`src/rtl/uart_irq_pkg.sv`:
```
package uart_irq_pkg;
  localparam int NSRC   = 11;
  localparam int NLINES = 6;

  localparam int B_RX  = 0;
  localparam int B_TX  = 1;
  localparam int B_RT  = 2;
  localparam int B_MS0 = 3;
  localparam int B_ER0 = 7;
  localparam int GRP_W = 4;

  localparam logic [NSRC-1:0] M_ALL = {NSRC{1'b1}};
  localparam logic [NSRC-1:0] M_RX  = NSRC'(1) << B_RX;
  localparam logic [NSRC-1:0] M_TX  = NSRC'(1) << B_TX;
  localparam logic [NSRC-1:0] M_RT  = NSRC'(1) << B_RT;
  localparam logic [NSRC-1:0] M_MS  = NSRC'((1 << GRP_W) - 1) << B_MS0;
  localparam logic [NSRC-1:0] M_ER  = NSRC'((1 << GRP_W) - 1) << B_ER0;

  // index 0 = combined, 1..5 = per group
  localparam logic [NLINES-1:0][NSRC-1:0] LINE_SEL = {M_ER, M_MS, M_RT, M_TX, M_RX, M_ALL};

  localparam int OFS_DATA  = 0;
  localparam int OFS_MASK  = 1;
  localparam int OFS_RAW   = 2;
  localparam int OFS_MSKD  = 3;
  localparam int OFS_CLEAR = 4;
endpackage

```
`src/rtl/uart_irq_decode.sv`:
```
module uart_irq_decode
  import uart_irq_pkg::*;
#(
  parameter int ADDR_W = 4,
  parameter int DATA_W = 32
) (
  input  logic              clk,
  input  logic              rst_n,
  input  logic [ADDR_W-1:0] bus_addr,
  input  logic              bus_wr,
  input  logic [DATA_W-1:0] bus_wdata,
  output logic [DATA_W-1:0] bus_rdata,
  input  logic [NSRC-1:0]   mask_q,
  input  logic [NSRC-1:0]   raw_q,
  output logic              mask_we,
  output logic              clr_we,
  output logic              data_we,
  output logic [NSRC-1:0]   wbits
);
  localparam int PAD_W = DATA_W - NSRC;

  logic sel_data, sel_mask, sel_raw, sel_mskd;
  logic unused_hi;

  assign sel_data = (bus_addr == ADDR_W'(OFS_DATA));
  assign sel_mask = (bus_addr == ADDR_W'(OFS_MASK));
  assign sel_raw  = (bus_addr == ADDR_W'(OFS_RAW));
  assign sel_mskd = (bus_addr == ADDR_W'(OFS_MSKD));

  assign mask_we = bus_wr && sel_mask;
  assign clr_we  = bus_wr && (bus_addr == ADDR_W'(OFS_CLEAR));
  assign data_we = bus_wr && sel_data;
  assign wbits   = bus_wdata[NSRC-1:0];
  assign unused_hi = ^bus_wdata[DATA_W-1:NSRC];

  always_comb begin
    bus_rdata = '0;
    if (sel_mask)      bus_rdata = {{PAD_W{1'b0}}, mask_q};
    else if (sel_raw)  bus_rdata = {{PAD_W{1'b0}}, raw_q};
    else if (sel_mskd) bus_rdata = {{PAD_W{1'b0}}, raw_q & mask_q};
  end


  strobe_onehot_chk: assert property (@(posedge clk) disable iff (!rst_n)
    $onehot0({mask_we, clr_we, data_we}));
endmodule

```
`src/rtl/uart_irq_status.sv`:
```
module uart_irq_status
  import uart_irq_pkg::*;
(
  input  logic            clk,
  input  logic            rst_n,
  input  logic            mask_we,
  input  logic            clr_we,
  input  logic            data_we,
  input  logic [NSRC-1:0] wbits,
  input  logic [NSRC-1:0] src_set,
  output logic [NSRC-1:0] mask_q,
  output logic [NSRC-1:0] raw_q
);
  logic [NSRC-1:0] clr_bits, set_bits, raw_d;

  assign clr_bits = clr_we ? wbits : '0;
  assign set_bits = src_set | (data_we ? M_TX : '0);
  // set has priority over clear
  assign raw_d    = (raw_q & ~clr_bits) | set_bits;

  always_ff @(posedge clk or negedge rst_n) begin
    if (!rst_n) begin
      mask_q <= '0;
      raw_q  <= '0;
    end else begin
      raw_q <= raw_d;
      if (mask_we) mask_q <= wbits;
    end
  end


  set_sticks_chk: assert property (@(posedge clk) disable iff (!rst_n)
    (src_set != '0) |=> ((raw_q & $past(src_set)) == $past(src_set)));

  clear_takes_chk: assert property (@(posedge clk) disable iff (!rst_n)
    (clr_we && !data_we) |=> ((raw_q & $past(wbits) & ~$past(src_set)) == '0));

  tx_on_data_chk: assert property (@(posedge clk) disable iff (!rst_n)
    data_we |=> raw_q[B_TX]);

  raw_hold_chk: assert property (@(posedge clk) disable iff (!rst_n)
    (!clr_we && !data_we && src_set == '0) |=> (raw_q == $past(raw_q)));

  mask_hold_chk: assert property (@(posedge clk) disable iff (!rst_n)
    !mask_we |=> (mask_q == $past(mask_q)));
endmodule

```
`src/rtl/uart_irq_route.sv`:
```
module uart_irq_route
  import uart_irq_pkg::*;
(
  input  logic              clk,
  input  logic              rst_n,
  input  logic [NSRC-1:0]   mask_q,
  input  logic [NSRC-1:0]   raw_q,
  output logic [NLINES-1:0] irq_out
);
  logic [NSRC-1:0] active;
  assign active = raw_q & mask_q;

  for (genvar g = 0; g < NLINES; g++) begin : g_line
    always_ff @(posedge clk or negedge rst_n) begin
      if (!rst_n) irq_out[g] <= 1'b0;
      else        irq_out[g] <= |(active & LINE_SEL[g]);
    end
  end


  combined_line_chk: assert property (@(posedge clk) disable iff (!rst_n)
    1'b1 |=> (irq_out[0] == |($past(raw_q) & $past(mask_q))));

  group_within_any_chk: assert property (@(posedge clk) disable iff (!rst_n)
    (irq_out[NLINES-1:1] != '0) |-> irq_out[0]);
endmodule

```
`src/rtl/uart_irq_ctrl.sv`:
```
module uart_irq_ctrl
  import uart_irq_pkg::*;
#(
  parameter int ADDR_W = 4,
  parameter int DATA_W = 32
) (
  input  logic              clk,
  input  logic              rst_n,
  input  logic [ADDR_W-1:0] bus_addr,
  input  logic              bus_wr,
  input  logic [DATA_W-1:0] bus_wdata,
  output logic [DATA_W-1:0] bus_rdata,
  input  logic [NSRC-1:0]   src_set,
  output logic [NLINES-1:0] irq_out
);
  logic            mask_we, clr_we, data_we;
  logic [NSRC-1:0] wbits, mask_q, raw_q;

  uart_irq_decode #(.ADDR_W(ADDR_W), .DATA_W(DATA_W)) u_dec (
    .clk(clk), .rst_n(rst_n), .bus_addr(bus_addr), .bus_wr(bus_wr),
    .bus_wdata(bus_wdata), .bus_rdata(bus_rdata), .mask_q(mask_q),
    .raw_q(raw_q), .mask_we(mask_we), .clr_we(clr_we), .data_we(data_we),
    .wbits(wbits)
  );

  uart_irq_status u_stat (
    .clk(clk), .rst_n(rst_n), .mask_we(mask_we), .clr_we(clr_we),
    .data_we(data_we), .wbits(wbits), .src_set(src_set),
    .mask_q(mask_q), .raw_q(raw_q)
  );

  uart_irq_route u_route (
    .clk(clk), .rst_n(rst_n), .mask_q(mask_q), .raw_q(raw_q), .irq_out(irq_out)
  );
endmodule

```
`config.mk`:
```
export PLATFORM = sky130hd
export DESIGN_NAME = uart_irq_ctrl
export DESIGN_NICKNAME = d
export VERILOG_FILES = /design/src/rtl/uart_irq_pkg.sv /design/src/rtl/uart_irq_decode.sv /design/src/rtl/uart_irq_status.sv /design/src/rtl/uart_irq_route.sv /design/src/rtl/uart_irq_ctrl.sv
export SDC_FILE = /design/constraint.sdc
export NUM_CORES = 1
export LEC_CHECK = 0
export BUFFER_PORTS_ARGS = -buffer_cell sky130_fd_sc_hd__buf_2
export CORE_MARGIN = 3
export CORE_UTILIZATION = 45
export CTS_CLUSTER_SIZE = 24
export DETAILED_ROUTE_END_ITERATION = 10
export PLACE_DENSITY_LB_ADDON = 0.15
export SYNTH_ARGS = -nofsm -noshare
export SYNTH_HDL_FRONTEND = slang
export SYNTH_SLANG_ARGS = --single-unit
```
`constraint.sdc`:
```
create_clock -name clk -period 3.55 [get_ports clk]
set_input_delay 0 -clock clk [delete_from_list [all_inputs] [get_ports clk]]
set_output_delay 0 -clock clk [all_outputs]
set_load 0.02 [all_outputs]
```
== Yosys cells after proc, flatten, opt, wreduce, memory -nomap -nowiden ==
Index checks and enable logic that the tools add are counted.
W data, S select, Z words.

* Input port bits: 50
* Output and inout port bits: 38
* Logic and storage cells: 29
* Bits in read-only memories: 0
* Latch bits: 0
* RAM bits: 0
* Register bits after elaboration: 28
* Memories: 0

* Divide/modulo/power cells: 0
* Equal/unequal tests: 4
* Magnitude comparators: 0
* Multiplexer cells: 5
* Add/sub/neg operators: 0
* Bitwise logic cells: 5
* Shift operators: 0
* $mul: 0
* Reduce and logical (&&, ||, !) cells: 7

{| class="wikitable"
|+ Operator list
! kind !! count
|-
| $mux W32 || 2
|-
| $and A11 B11 Y11 || 2
|-
| $mux W11 || 2
|-
| $or A11 B11 Y11 || 2
|-
| $not A11 Y11 || 1
|-
| $reduce_or A11 Y1 || 1
|-
| $eq A4 B2 Y1 const B || 2
|-
| $reduce_or A4 Y1 || 2
|-
| $eq A4 B1 Y1 const B || 1
|-
| $eq A4 B3 Y1 const B || 1
|-
| $logic_not A4 Y1 || 1
|-
| $logic_and A1 B1 Y1 || 3
|-
| $mux W2 || 1
|}

== Depth between registers and ports, before layout ==
Gate-level depths: netlist of run 1.

* Depth after elaboration: 6
* Gate-level depth with buffers: 4
* Gate-level depth less buffers: 3

== Hierarchy ==
From an unflattened synthesis of run 1, not the netlist that was laid out.

* Cell total of the unflattened synthesis: 150
* Area total of the unflattened synthesis: 1675.4 um^2

{| class="wikitable"
|+ By module, submodules not included
! module !! area an instance (um^2) !! cells each !! times used
|-
| uart_irq_status || 855.8 || 57 || 1
|-
| uart_irq_decode || 589.3 || 76 || 1
|-
| uart_irq_route || 230.2 || 17 || 1
|}

== Worst setup path before layout of run 1 ==
OpenSTA, ideal clock, no wires.

* Path type: reg2reg
* Start: register u_stat.mask_q[0]
* End: register u_route.irq_out[0]
* Required time: 3.411 ns
* Path buffers: 0
* Library setup time: 0.139 ns
* Stages on the path, launching flop included: 4
* Path slack: 2.247 ns
* Arrival: 1.164 ns
* Path through: dfrtp_1 -> and2_1 -> or2_2 -> or4_1

* Cells in the longest elaborated chain, start to end: 2

{| class="wikitable"
|+ Ends and longest elaborated chain
! element !! RTL line !! text
|-
| start, declared || uart_irq_status.sv:11 || <nowiki>output logic [NSRC-1:0] mask_q,</nowiki>
|-
| start signal, assigned || uart_irq_status.sv:27 || <nowiki>if (mask_we) mask_q <= wbits;</nowiki>
|-
| $and A11 B11 Y11 || uart_irq_route.sv:11 || <nowiki>assign active = raw_q & mask_q;</nowiki>
|-
| named net u_route.active[0] || uart_irq_route.sv:10 || <nowiki>logic [NSRC-1:0] active;</nowiki>
|-
| $reduce_or A11 Y1 || uart_irq_route.sv:16 || <nowiki>else irq_out[g] <= |(active & LINE_SEL[g]);</nowiki>
|-
| end signal, assigned by index || uart_irq_route.sv:16 ||
|-
| end, declared || uart_irq_route.sv:8 || <nowiki>output logic [NLINES-1:0] irq_out</nowiki>
|}

The timed path passes the listed nets, and every way through them passes these cells.
A chain may end at the register's enable or synchronous reset.

== Worst setup path in the final report of run 1 ==
* Start: input port bus_addr[1]
* End: register u_stat.raw_q[10]

* Cells in the longest elaborated chain, start to end: 6

{| class="wikitable"
|+ Ends and longest elaborated chain
! element !! RTL line !! text
|-
| start, declared || uart_irq_ctrl.sv:9 || <nowiki>input logic [ADDR_W-1:0] bus_addr,</nowiki>
|-
| $eq A4 B3 Y1 || uart_irq_decode.sv:31 || <nowiki>assign clr_we = bus_wr && (bus_addr == ADDR_W'(OFS_CLEAR));</nowiki>
|-
| $logic_and A1 B1 Y1 || uart_irq_decode.sv:31 ||
|-
| $mux W11 || uart_irq_status.sv:16 || <nowiki>assign clr_bits = clr_we ? wbits : '0;</nowiki>
|-
| $not A11 Y11 || uart_irq_status.sv:19 || <nowiki>assign raw_d = (raw_q & ~clr_bits) | set_bits;</nowiki>
|-
| $and A11 B11 Y11 || uart_irq_status.sv:19 ||
|-
| $or A11 B11 Y11 || uart_irq_status.sv:19 ||
|-
| named net u_stat.raw_d[10] || uart_irq_status.sv:14 || <nowiki>logic [NSRC-1:0] clr_bits, set_bits, raw_d;</nowiki>
|-
| end signal, assigned || uart_irq_status.sv:26 || <nowiki>raw_q <= raw_d;</nowiki>
|-
| end, declared || uart_irq_status.sv:12 || <nowiki>output logic [NSRC-1:0] raw_q</nowiki>
|}

The timed path passes the listed nets, and every way through them passes these cells.

==> summary.txt, run 1 <==
Outcome
  – Status: completed

Yosys
  – Netlist cell types: 24
  – Async SR Flop Fraction: 1.00
  – Seq/Total Area, Yosys: 0.477
  – Mapped Cells: 148
  – Yosys top cell area share: 0.477
  – Flops & latches, synth: 28
  – Primary FF master, synth: dfrtp_1
  – Syn Area/Cell: 9.92 um^2
  – Cell Area, Synth: 0.00147 mm^2
  – Yosys warnings: 0
  – Synth area leaders: dfrtp_1, buf_4, mux2_2
  – Leading area contributor after synthesis: dfrtp_1
  – Post-synth EDFFs: 0

Drt
  – Vias per cell: 4.59
  – WL per Instance: 12.5 um
  – Via count: 1,231
  – Detailed-route wire length: 3.36 mm
  – Detailed-route DRC error count: 0
  – Drt initial violations: 43
  – DRT antenna net count: 0
  – Pre-antenna DRT Iters: 4

STA
  – Worst Tran Pin Value: 0.619 ns
  – Fmax: 679 MHz
  – Slew Viols, Final: 0
  – Final Hold Fails: 0
  – Max_slew headroom: 0.587
  – Skew final: 0.00370 ns
  – Post-route setup slack: 2.08 ns
  – Setup violators final: 0
  – RSZ-0062 raised after global routing: no
  – Setup TNS: 0 ns
  – Tmin final: 1.47 ns
  – Final Cycle Share: 0.415
  – Final hold slack: 0.0950 ns

Worst setup path
  – Worst EP arrival: 1.70 ns
  – Critical Path, Cell by Cell: buf_2 > or4b_4 > o21ai_0 > nand2b_1 > dlygate4sd3_1
  – Max incr delay on CP: 0.65 ns
  – Startpoint class of the critical path: input port
  – Critical path fanouts, max: 14
  – Critical Path Sink Type: register
  – Worst EP required: 3.77 ns
  – Buf/Inv on CP: 2
  – Dominant delay contributor by cell family on the critical path: buffers and inverters
  – Worst path slowest cell: or4b_4
  – Setup CP Type: input port to register

Power
  – Total chip power: 741 uW
  – Power per cell area: 369 mW/mm^2
  – Peak VDD IR: 179 uV
  – Leak pwr: 1.01 nW

Clocking
  – Clk Latency, worst-skew pair: 0.32 ns
  – CTS sink count: 28
  – CTS root buffer: clkbuf_4
  – Num CTS Buffers: 3
  – TritonCTS clock tree: done
  – Post-CTS setup buffer count: 0
  – CTS Buffer Depth: 2
  – H-tree levels: 1
  – Clock slew at reported path FFs: 0.14 ns

GRT
  – Global route total overflow: 0
  – First-pass GRT wire length: 5.44 mm
  – GRT Util Overall: 0.175
  – Largest net degree at the start of global routing: 29
  – Vias in the first global route: 1,184
  – Initial antenna violation count: 0

Floorplan
  – I/O Pins: 88
  – Core Region: 0.00308 mm^2
  – Die Y: 63.1 um
  – Initial Util: 0.477
  – Number of cell rows: 20
  – Die ar.: 0.00398 mm^2
  – Die width: 63.1 um

Cells and area
  – Layout cells sized above 1: 0.281
  – Final cell count without fillers: 268
  – # fillers: 265
  – Nets@finish: 275
  – ANT cells: 0
  – Multi-input logic area: 563 um^2
  – FF/Latch Area: 701 um^2
  – Design Area, Final: 0.00201 mm^2
  – Area grow syn2layout: 36.8%
  – Final core area utilization: 0.652

Placed design
  – Place WS: 2.11 ns
  – Port buffer count: 45
  – Post-DP Area: 0.00164 mm^2
  – Placed cells: 231
  – Final GP Congestion: 0.800
  – DP HPWL: 2.26 mm

Worst hold path
  – Worst Hold Class: input port to register

Flow run
  – Max_cap viols: 0
state kept, by name (all words and copies together), names as in the netlist:
signal,cells
u_stat.raw_q,11
u_stat.mask_q,11
u_route.irq_out,6
layout by cell type, fill, tap and decap left out, types with 3 or more instances in the layout:
master / n
inv_1: 24
dlygate4sd3_1: 33
a221oi_1: 11
o21ai_0: 3
mux2_2: 10
nor2_1: 3
clkbuf_4: 3
nand2b_1: 10
nand2_1: 10
buf_2: 45
dfrtp_1: 28
o21ai_1: 8
conb_1: 21
Yosys cell counts (2+ instances only):
cell      instances
inv_1            24
o21ai_0           3
clkbuf_1          4
dfrtp_1          28
nor2_1            3
nand2b_1         10
and2_1            2
o221ai_1          2
o21ai_1           8
mux2_2           10
a22oi_1           2
buf_4            21
nand2_1          10
a221oi_1         11
routing by layer:
layer  vias to the layer above  track usage  part of all wire
li1                        600            -                 -
met1                       573        0.208              0.40
met2                        52        0.310              0.53
met3                         6       0.0285             0.058
met4                         0       0.0716             0.016
met5                         -            0                 0
area by class of cell:
| type | count | share of cell area |
|---|---|---|
| clock buffers | 4 | 0.0181 |
| inverters | 24 | 0.0449 |
| multi-input cells | 89 | 0.280 |
| flip-flops and latches | 28 | 0.349 |
| well taps | 44 | 0.0274 |
| repair buffers | 79 | 0.280 |
power by group:
part,total (mW),internal [mW],switching [mW],leakage (nW)
sequential,0.385,0.363,0.0219,0.296
combinational,0.204,0.0882,0.115,0.689
clock,0.153,0.0628,0.0900,0.0210
kinds of logic after synthesis:
logic type / count (synthesis) / share of synthesized area
and+or+nand+nor: 29 / 0.110
DFF: 28 / 0.477
muxes: 11 / 0.0835
buffers and inverters: 51 / 0.190
other: 1 / 0.00256
AOI/OAI and AO/OA: 28 / 0.136
path summary, 6_finish.rpt:
path                                                 to  slack (ns)                          from  cells after the start
hold / removal                u_stat.raw_q[1]$_DFF_PN0_        0.09                   bus_addr[2]                      2
hold reg to reg            u_stat.mask_q[5]$_DFFE_PN0P_        0.53  u_stat.mask_q[5]$_DFFE_PN0P_                      1
max in group asynchronous     u_stat.raw_q[4]$_DFF_PN0_        2.94                         rst_n                      2
setup reg to reg           u_route.irq_out[0]$_DFF_PN0_        2.10  u_stat.mask_q[4]$_DFFE_PN0P_                      3
setup / recovery             u_stat.raw_q[10]$_DFF_PN0_        2.08                   bus_addr[1]                      5
min in group asynchronous  u_route.irq_out[3]$_DFF_PN0_        0.21                         rst_n                      2
worst register-to-register path: cells and delay by family (launching register included):
| family | cells | cell delay (ns) |
|---|---|---|
| AOI/OAI and AO/OA | 2 | 0.39 |
| DFF | 1 | 0.42 |
| and+or+nand+nor | 1 | 0.52 |
timing repair:
item / 4_1_cts / 5_1_grt
hold buffers: 33 / 0
hold endpoints to repair: 50 / 0
gates resized for setup: 0 / 0
Power figures use the tool's default switching activity.
==> run 2, diff against run 1 <==
- CORE_UTILIZATION: 45 -> 39
- clock period: 3.55 -> 1.2 ns (I/O delays scaled with it)
==> run 2 against run 1 <==
Effect of this change:
- the run now ends with setup timing left
- clock power grew to 3.2 times the previous value
- sequential power grew to 3.0 times the previous value
- hold slack worse by 0.080 ns
- first-iteration DRC count is 12% lower
- cell area is 9.1% higher
- clock skew is 0.0019 ns lower
- final cell count is 2.2% higher
- worst setup slack worse by 2.3 ns
- die area is 14% higher
- critical path type is now register to register
==> summary.txt, run 2 (synthesis gave the netlist of run 1 again) <==
Worst setup path
  – Buf/Inv on CP: 0 (was 2)
  – Worst EP required: 1.35 ns (was 3.77 ns)
  – Dominant delay contributor by cell family on the critical path: simple AND/OR/NAND/NOR gates (was buffers and inverters)
  – Worst path slowest cell: or4_4 (was or4b_4)
  – Worst EP arrival: 1.54 ns (was 1.70 ns)
  – Critical path fanouts, max: 2 (was 14)
  – Startpoint class of the critical path: register (was input port)
  – Setup CP Type: register to register (was input port to register)
  – Max incr delay on CP: 0.50 ns (was 0.65 ns)
  – Critical Path, Cell by Cell: and2_4 > or2_4 > or4_4 (was buf_2 > or4b_4 > o21ai_0 > nand2b_1 > dlygate4sd3_1)
  – Critical Path Sink Type: register (unchanged)

Power
  – Power per cell area: 1110 mW/mm^2 (was 369 mW/mm^2)
  – Leak pwr: 1.10 nW (was 1.01 nW)
  – Peak VDD IR: 502 uV (was 179 uV)
  – Total chip power: 2.42 mW (was 741 uW)

Flow run
  – Max_cap viols: 0 (unchanged)

Floorplan
  – Die ar.: 0.00454 mm^2 (was 0.00398 mm^2)
  – Die Y: 67.3 um (was 63.1 um)
  – Number of cell rows: 21 (was 20)
  – Core Region: 0.00347 mm^2 (was 0.00308 mm^2)
  – Die width: 67.3 um (was 63.1 um)
  – Initial Util: 0.423 (was 0.477)
  – I/O Pins: 88 (unchanged)

Cells and area
  – Biggest regs: u_stat.mask_q: 11 flops, u_stat.raw_q: 11 flops, u_route.irq_out: 6 flops (unchanged)
  – Most common cell after layout, fill and taps aside: buf_2 (unchanged)
  – Multi-input logic area: 677 um^2 (was 563 um^2)
  – ANT cells: 0 (unchanged)
  – Most frequent cells in the layout: buf_2, dfrtp_1, dlygate4sd3_1 (was buf_2, dlygate4sd3_1, dfrtp_1)
  – # fillers: 311 (was 265)
  – Layout cells sized above 1: 0.461 (was 0.281)
  – FF/Latch Area: 701 um^2 (unchanged)
  – Design Area, Final: 0.00219 mm^2 (was 0.00201 mm^2)
  – Area grow syn2layout: 49.3% (was 36.8%)
  – Nets@finish: 280 (was 275)

STA
  – Final Hold Fails: 0 (unchanged)
  – RSZ-0062 raised after global routing: yes (was no)
  – Tmin final: 1.39 ns
  – Post-route setup slack: -0.193 ns (was 2.08 ns)
  – Skew final: 0.00185 ns (was 0.00370 ns)
  – Setup violators final: 4 (was 0)
  – Setup TNS: -0.271 ns (was 0 ns)
  – Worst Tran Pin Value: 0.621 ns (was 0.619 ns)
  – Final Cycle Share: 1.16
  – Max_slew headroom: 0.586 (was 0.587)
  – Final hold slack: 0.0150 ns (was 0.0950 ns)
  – Fmax: 718 MHz
  – Slew Viols, Final: 0 (unchanged)

Placed design
  – Post-DP Area: 0.00176 mm^2 (was 0.00164 mm^2)
  – DP HPWL: 2.46 mm (was 2.26 mm)
  – Port buffer count: 45 (unchanged)
  – Final GP Congestion: 0.723 (was 0.800)
  – Place WS: -0.210 ns (was 2.11 ns)

Clocking
  – Clk Latency, worst-skew pair: 0.27 ns (was 0.32 ns)
  – TritonCTS clock tree: done (unchanged)
  – CTS root buffer: clkbuf_8 (was clkbuf_4)
  – Num CTS Buffers: 3 (unchanged)
  – CTS sink count: 28 (unchanged)
  – CTS Buffer Depth: 2 (unchanged)
  – Clock slew at reported path FFs: 0.09 ns (was 0.14 ns)
  – H-tree levels: 1 (unchanged)

Drt
  – WL per Instance: 13.0 um (was 12.5 um)
  – Detailed-route wire length: 3.57 mm (was 3.36 mm)
  – Vias per cell: 4.53 (was 4.59)
  – Via count: 1,242 (was 1,231)
  – Detailed-route DRC error count: 0 (unchanged)
  – Pre-antenna DRT Iters: 4 (unchanged)
  – DRT antenna net count: 0 (unchanged)
  – Drt initial violations: 38 (was 43)

GRT
  – First-pass GRT wire length: 5.69 mm (was 5.44 mm)
  – Vias in the first global route: 1,275 (was 1,184)
  – Global route total overflow: 0 (unchanged)
  – Largest net degree at the start of global routing: 29 (unchanged)
  – GRT Util Overall: 0.168 (was 0.175)
  – Initial antenna violation count: 0 (unchanged)

Worst hold path
  – Worst Hold Class: input port to register (unchanged)

Outcome
  – Failing checks: setup timing
  – Status: complete, but fails checks (was completed)
-- run 2: worst paths after layout --
kind / startpoint / endpoint / slack [ns] / depth (start not counted)
max in group asynchronous: rst_n / u_route.irq_out[5]$_DFF_PN0_ / 0.52 / 2
setup reg to reg: u_stat.raw_q[0]$_DFF_PN0_ / u_route.irq_out[0]$_DFF_PN0_ / -0.19 / 3
setup / recovery: u_stat.raw_q[0]$_DFF_PN0_ / u_route.irq_out[0]$_DFF_PN0_ / -0.19 / 3
hold reg to reg: u_stat.raw_q[6]$_DFF_PN0_ / u_stat.raw_q[6]$_DFF_PN0_ / 0.49 / 2
hold / removal: bus_wdata[1] / u_stat.mask_q[1]$_DFFE_PN0P_ / 0.01 / 3
min in group asynchronous: rst_n / u_stat.raw_q[10]$_DFF_PN0_ / 0.28 / 2
-- run 2: power by group --
part	internal [mW]	total [mW]	switching [mW]
Combinational	0.373	0.790	0.417
Sequential	1.07	1.14	0.0680
Clock	0.225	0.492	0.267
Total	1.67	2.42	0.752
-- run 2: layout make-up --
class                      instances  area share
sequential                        28       0.320
timing repair buffer              84       0.284
clock buffer                       3      0.0188
inverter                          24      0.0423
tap                               46      0.0263
multi-input combinational         89       0.309
-- run 2: per-layer routing --
layer / vias to the layer above / wire length (um) / track usage
li1: 613 / - / -
met1: 589 / 1380 / 0.196
met2: 36 / 1970 / 0.306
met3: 4 / 181 / 0.0316
met4: 0 / 38 / 0.0582
met5: - / 0 / 0
-- run 2: per-stage QoR --
step | utilization | std cells
final | 0.632 | 274
after global placement | 0.506 | 248
after CTS | 0.604 | 273
after detailed placement | 0.506 | 248
after global routing | 0.632 | 274
after floorplan | - | 168
-- run 2: worst reg2reg max path, cell delays in order (launching register included) --
cell	delay, ns
dfrtp_1	0.38
and2_4	0.16
or2_4	0.23
or4_4	0.50
-- run 2: what timing repair did --
action | 4_1_cts | 5_1_grt
gates resized for setup | 15 | 31
pin swaps | 1 | 5
endpoints found under the setup margin | 7 | 12
setup buffers | 0 | 2
endpoints found under the hold margin | 49 | 0
hold buffers | 22 | 0
==> run 3, diff against run 2 <==
- SKIP_LAST_GASP: not set -> 1
==> run 3 against run 2 <==
Effect of this change:
- the flow still finishes with violations (setup timing)
- power shrank 0.21%
- sequential share of layout area up 0.11 points
- core utilization is 0.22 points lower
- die area unchanged
- critical path type unchanged
- largest power group unchanged
==> summary.txt, run 3 (synthesis gave the netlist of run 1 again) <==
Outcome
  – Status: complete, but fails checks (unchanged)
  – Failing checks: setup timing (unchanged)

Drt
  – Metal2 WL: 1.91 mm (was 1.97 mm)
  – Detailed-route wire length: 3.58 mm (was 3.57 mm)
  – Drt initial violations: 40 (was 38)
  – WL met1: 1.43 mm (was 1.38 mm)
  – Vias per cell: 4.59 (was 4.53)
  – Via count: 1,259 (was 1,242)
  – WL per Instance: 13.1 um (was 13.0 um)
  – DRT antenna net count: 0 (unchanged)
  – Top routing layer in use: met4 (unchanged)
  – Detailed-route DRC error count: 0 (unchanged)
  – Pre-antenna DRT Iters: 4 (unchanged)
  – Met3 WL: 197 um (was 181 um)

Cells and area
  – Final cell count without fillers: 274 (unchanged)
  – ANT cells: 0 (unchanged)
  – Area grow syn2layout: 48.8% (was 49.3%)
  – Design Area, Final: 0.00218 mm^2 (was 0.00219 mm^2)
  – Layout cells sized above 1: 0.439 (was 0.461)
  – Biggest regs: u_stat.mask_q: 11 flops, u_stat.raw_q: 11 flops, u_route.irq_out: 6 flops (unchanged)
  – Nets@finish: 280 (unchanged)
  – Most frequent cells in the layout: buf_2, dfrtp_1, dlygate4sd3_1 (unchanged)
  – Final core area utilization: 0.630 (was 0.632)
  – Most common cell after layout, fill and taps aside: buf_2 (unchanged)

Worst setup path
  – Worst EP required: 1.35 ns (about the same)
  – Worst path slowest cell: or4_4 (unchanged)
  – Critical Path, Cell by Cell: and2_4 > or2_4 > or4_4 (unchanged)
  – Setup CP Type: register to register (unchanged)
  – Worst EP arrival: 1.54 ns (about the same)
  – Max incr delay on CP: 0.50 ns (about the same)
  – Startpoint class of the critical path: register (unchanged)
  – Critical path fanouts, max: 2 (unchanged)
  – Critical Path Sink Type: register (unchanged)

Placed design
  – Post-DP Area: 0.00176 mm^2 (unchanged)
  – Placed cells: 248 (unchanged)
  – DP HPWL: 2.46 mm (unchanged)
  – Port buffer count: 45 (unchanged)
  – Place WS: -0.210 ns (unchanged)
  – Final GP Congestion: 0.723 (unchanged)

Power
  – Power per cell area: 1110 mW/mm^2 (about the same)
  – Leak pwr: 1.10 nW (about the same)
  – Peak VDD IR: 503 uV (was 502 uV)

STA
  – Max_slew headroom: 0.591 (was 0.586)
  – Setup violators final: 5 (was 4)
  – Tmin final: 1.39 ns (about the same)
  – Final Cycle Share: 1.16 (about the same)
  – Fmax: 719 MHz (was 718 MHz)
  – Skew final: 0.00309 ns (was 0.00185 ns)
  – Slew Viols, Final: 0 (unchanged)
  – Final Hold Fails: 0 (unchanged)
  – Post-route setup slack: -0.191 ns (was -0.193 ns)
  – RSZ-0062 raised after global routing: yes (unchanged)
  – Worst Tran Pin Value: 0.614 ns (was 0.621 ns)

Clocking
  – Clock slew at reported path FFs: 0.09 ns (about the same)
  – TritonCTS clock tree: done (unchanged)
  – Clk Latency, worst-skew pair: 0.27 ns (about the same)
  – CTS Buffer Depth: 2 (unchanged)
  – CTS sink count: 28 (unchanged)
  – CTS root buffer: clkbuf_8 (unchanged)
  – H-tree levels: 1 (unchanged)
  – Num CTS Buffers: 3 (unchanged)

Floorplan
  – Initial Util: 0.423 (unchanged)
  – Core Region: 0.00347 mm^2 (unchanged)
  – Die width: 67.3 um (unchanged)
  – Die Y: 67.3 um (unchanged)
  – Number of cell rows: 21 (unchanged)
  – I/O Pins: 88 (unchanged)
  – Die ar.: 0.00454 mm^2 (unchanged)

GRT
  – Global route total overflow: 0 (unchanged)
  – GRT Util Overall: 0.169 (was 0.168)
  – First-pass GRT wire length: 5.73 mm (was 5.69 mm)
  – Initial antenna violation count: 0 (unchanged)
  – Largest net degree at the start of global routing: 29 (unchanged)
  – Vias in the first global route: 1,283 (was 1,275)

Worst hold path
  – Worst Hold Class: input port to register (unchanged)

Flow run
  – Max_cap viols: 0 (unchanged)
## run 3: cell types whose count changed in the layout (fill, tap and decap cells not counted)
cell	before	now
buf_6	7	5
inv_2	8	3
buf_4	19	21
inv_1	15	20
## run 3: per-stage QoR
stage | hold WS [ns] | total power, mW | TNS, ns
6_report | 0.0138 | 2.42 | -0.284
5_1_grt | 0.0123 | 2.58 | -0.745
4_1_cts | 0.0131 | 2.36 | -0.256
3_5_place_dp | 0.0547 | 1.76 | -0.210
3_3_place_gp | 0.0510 | 1.75 | -0.188
2_1_floorplan | -0.296 | 1.56 | -0.101
## run 3: power breakdown
| group | total [mW] | internal [mW] | switching [mW] |
|---|---|---|---|
| clock network | 0.496 | 0.225 | 0.271 |
| logic | 0.783 | 0.367 | 0.416 |
| registers | 1.14 | 1.07 | 0.0659 |
## run 3: what timing repair did
item | 4_1_cts | 5_1_grt
hold endpoints to repair | 49 | 0
hold buffers | 22 | 0
endpoints found under the setup margin | 7 | 12
resized for setup | 14 | 25
pin swaps | 1 | 5
setup buffers | 0 | 2
## run 3: critical path, delay by kind of cell (launching register included)
kind          cells  cell delay [ns]
flops             1             0.38
simple gates      3             0.89
## run 3: cell type report
class | count | area [um^2]
clock buffer | 3 | 41.3
fill | 309 | 1280
inverter | 24 | 92.6
multi-input combinational | 89 | 677
sequential | 28 | 701
tap | 46 | 57.6
timing repair buffer | 84 | 614
## run 3: metal layers
| layer | vias to the layer above | global-route usage |
|---|---|---|
| met5 | - | 0 |
| met4 | 0 | 0.0582 |
| met3 | 4 | 0.0316 |
| met2 | 40 | 0.310 |
| met1 | 600 | 0.196 |
| li1 | 615 | - |
## run 3: worst paths after layout
check	startpoint	end	slack [ns]	depth (start not counted)
worst min-delay path	bus_wdata[1]	u_stat.mask_q[1]$_DFFE_PN0P_	0.01	3
min in group asynchronous	rst_n	u_stat.raw_q[10]$_DFF_PN0_	0.27	2
worst max-delay path	u_stat.raw_q[0]$_DFF_PN0_	u_route.irq_out[0]$_DFF_PN0_	-0.19	3
max in group asynchronous	rst_n	u_stat.mask_q[0]$_DFFE_PN0P_	0.52	2
worst max register to register	u_stat.raw_q[0]$_DFF_PN0_	u_route.irq_out[0]$_DFF_PN0_	-0.19	3
worst min register to register	u_stat.raw_q[6]$_DFF_PN0_	u_stat.raw_q[6]$_DFF_PN0_	0.50	2
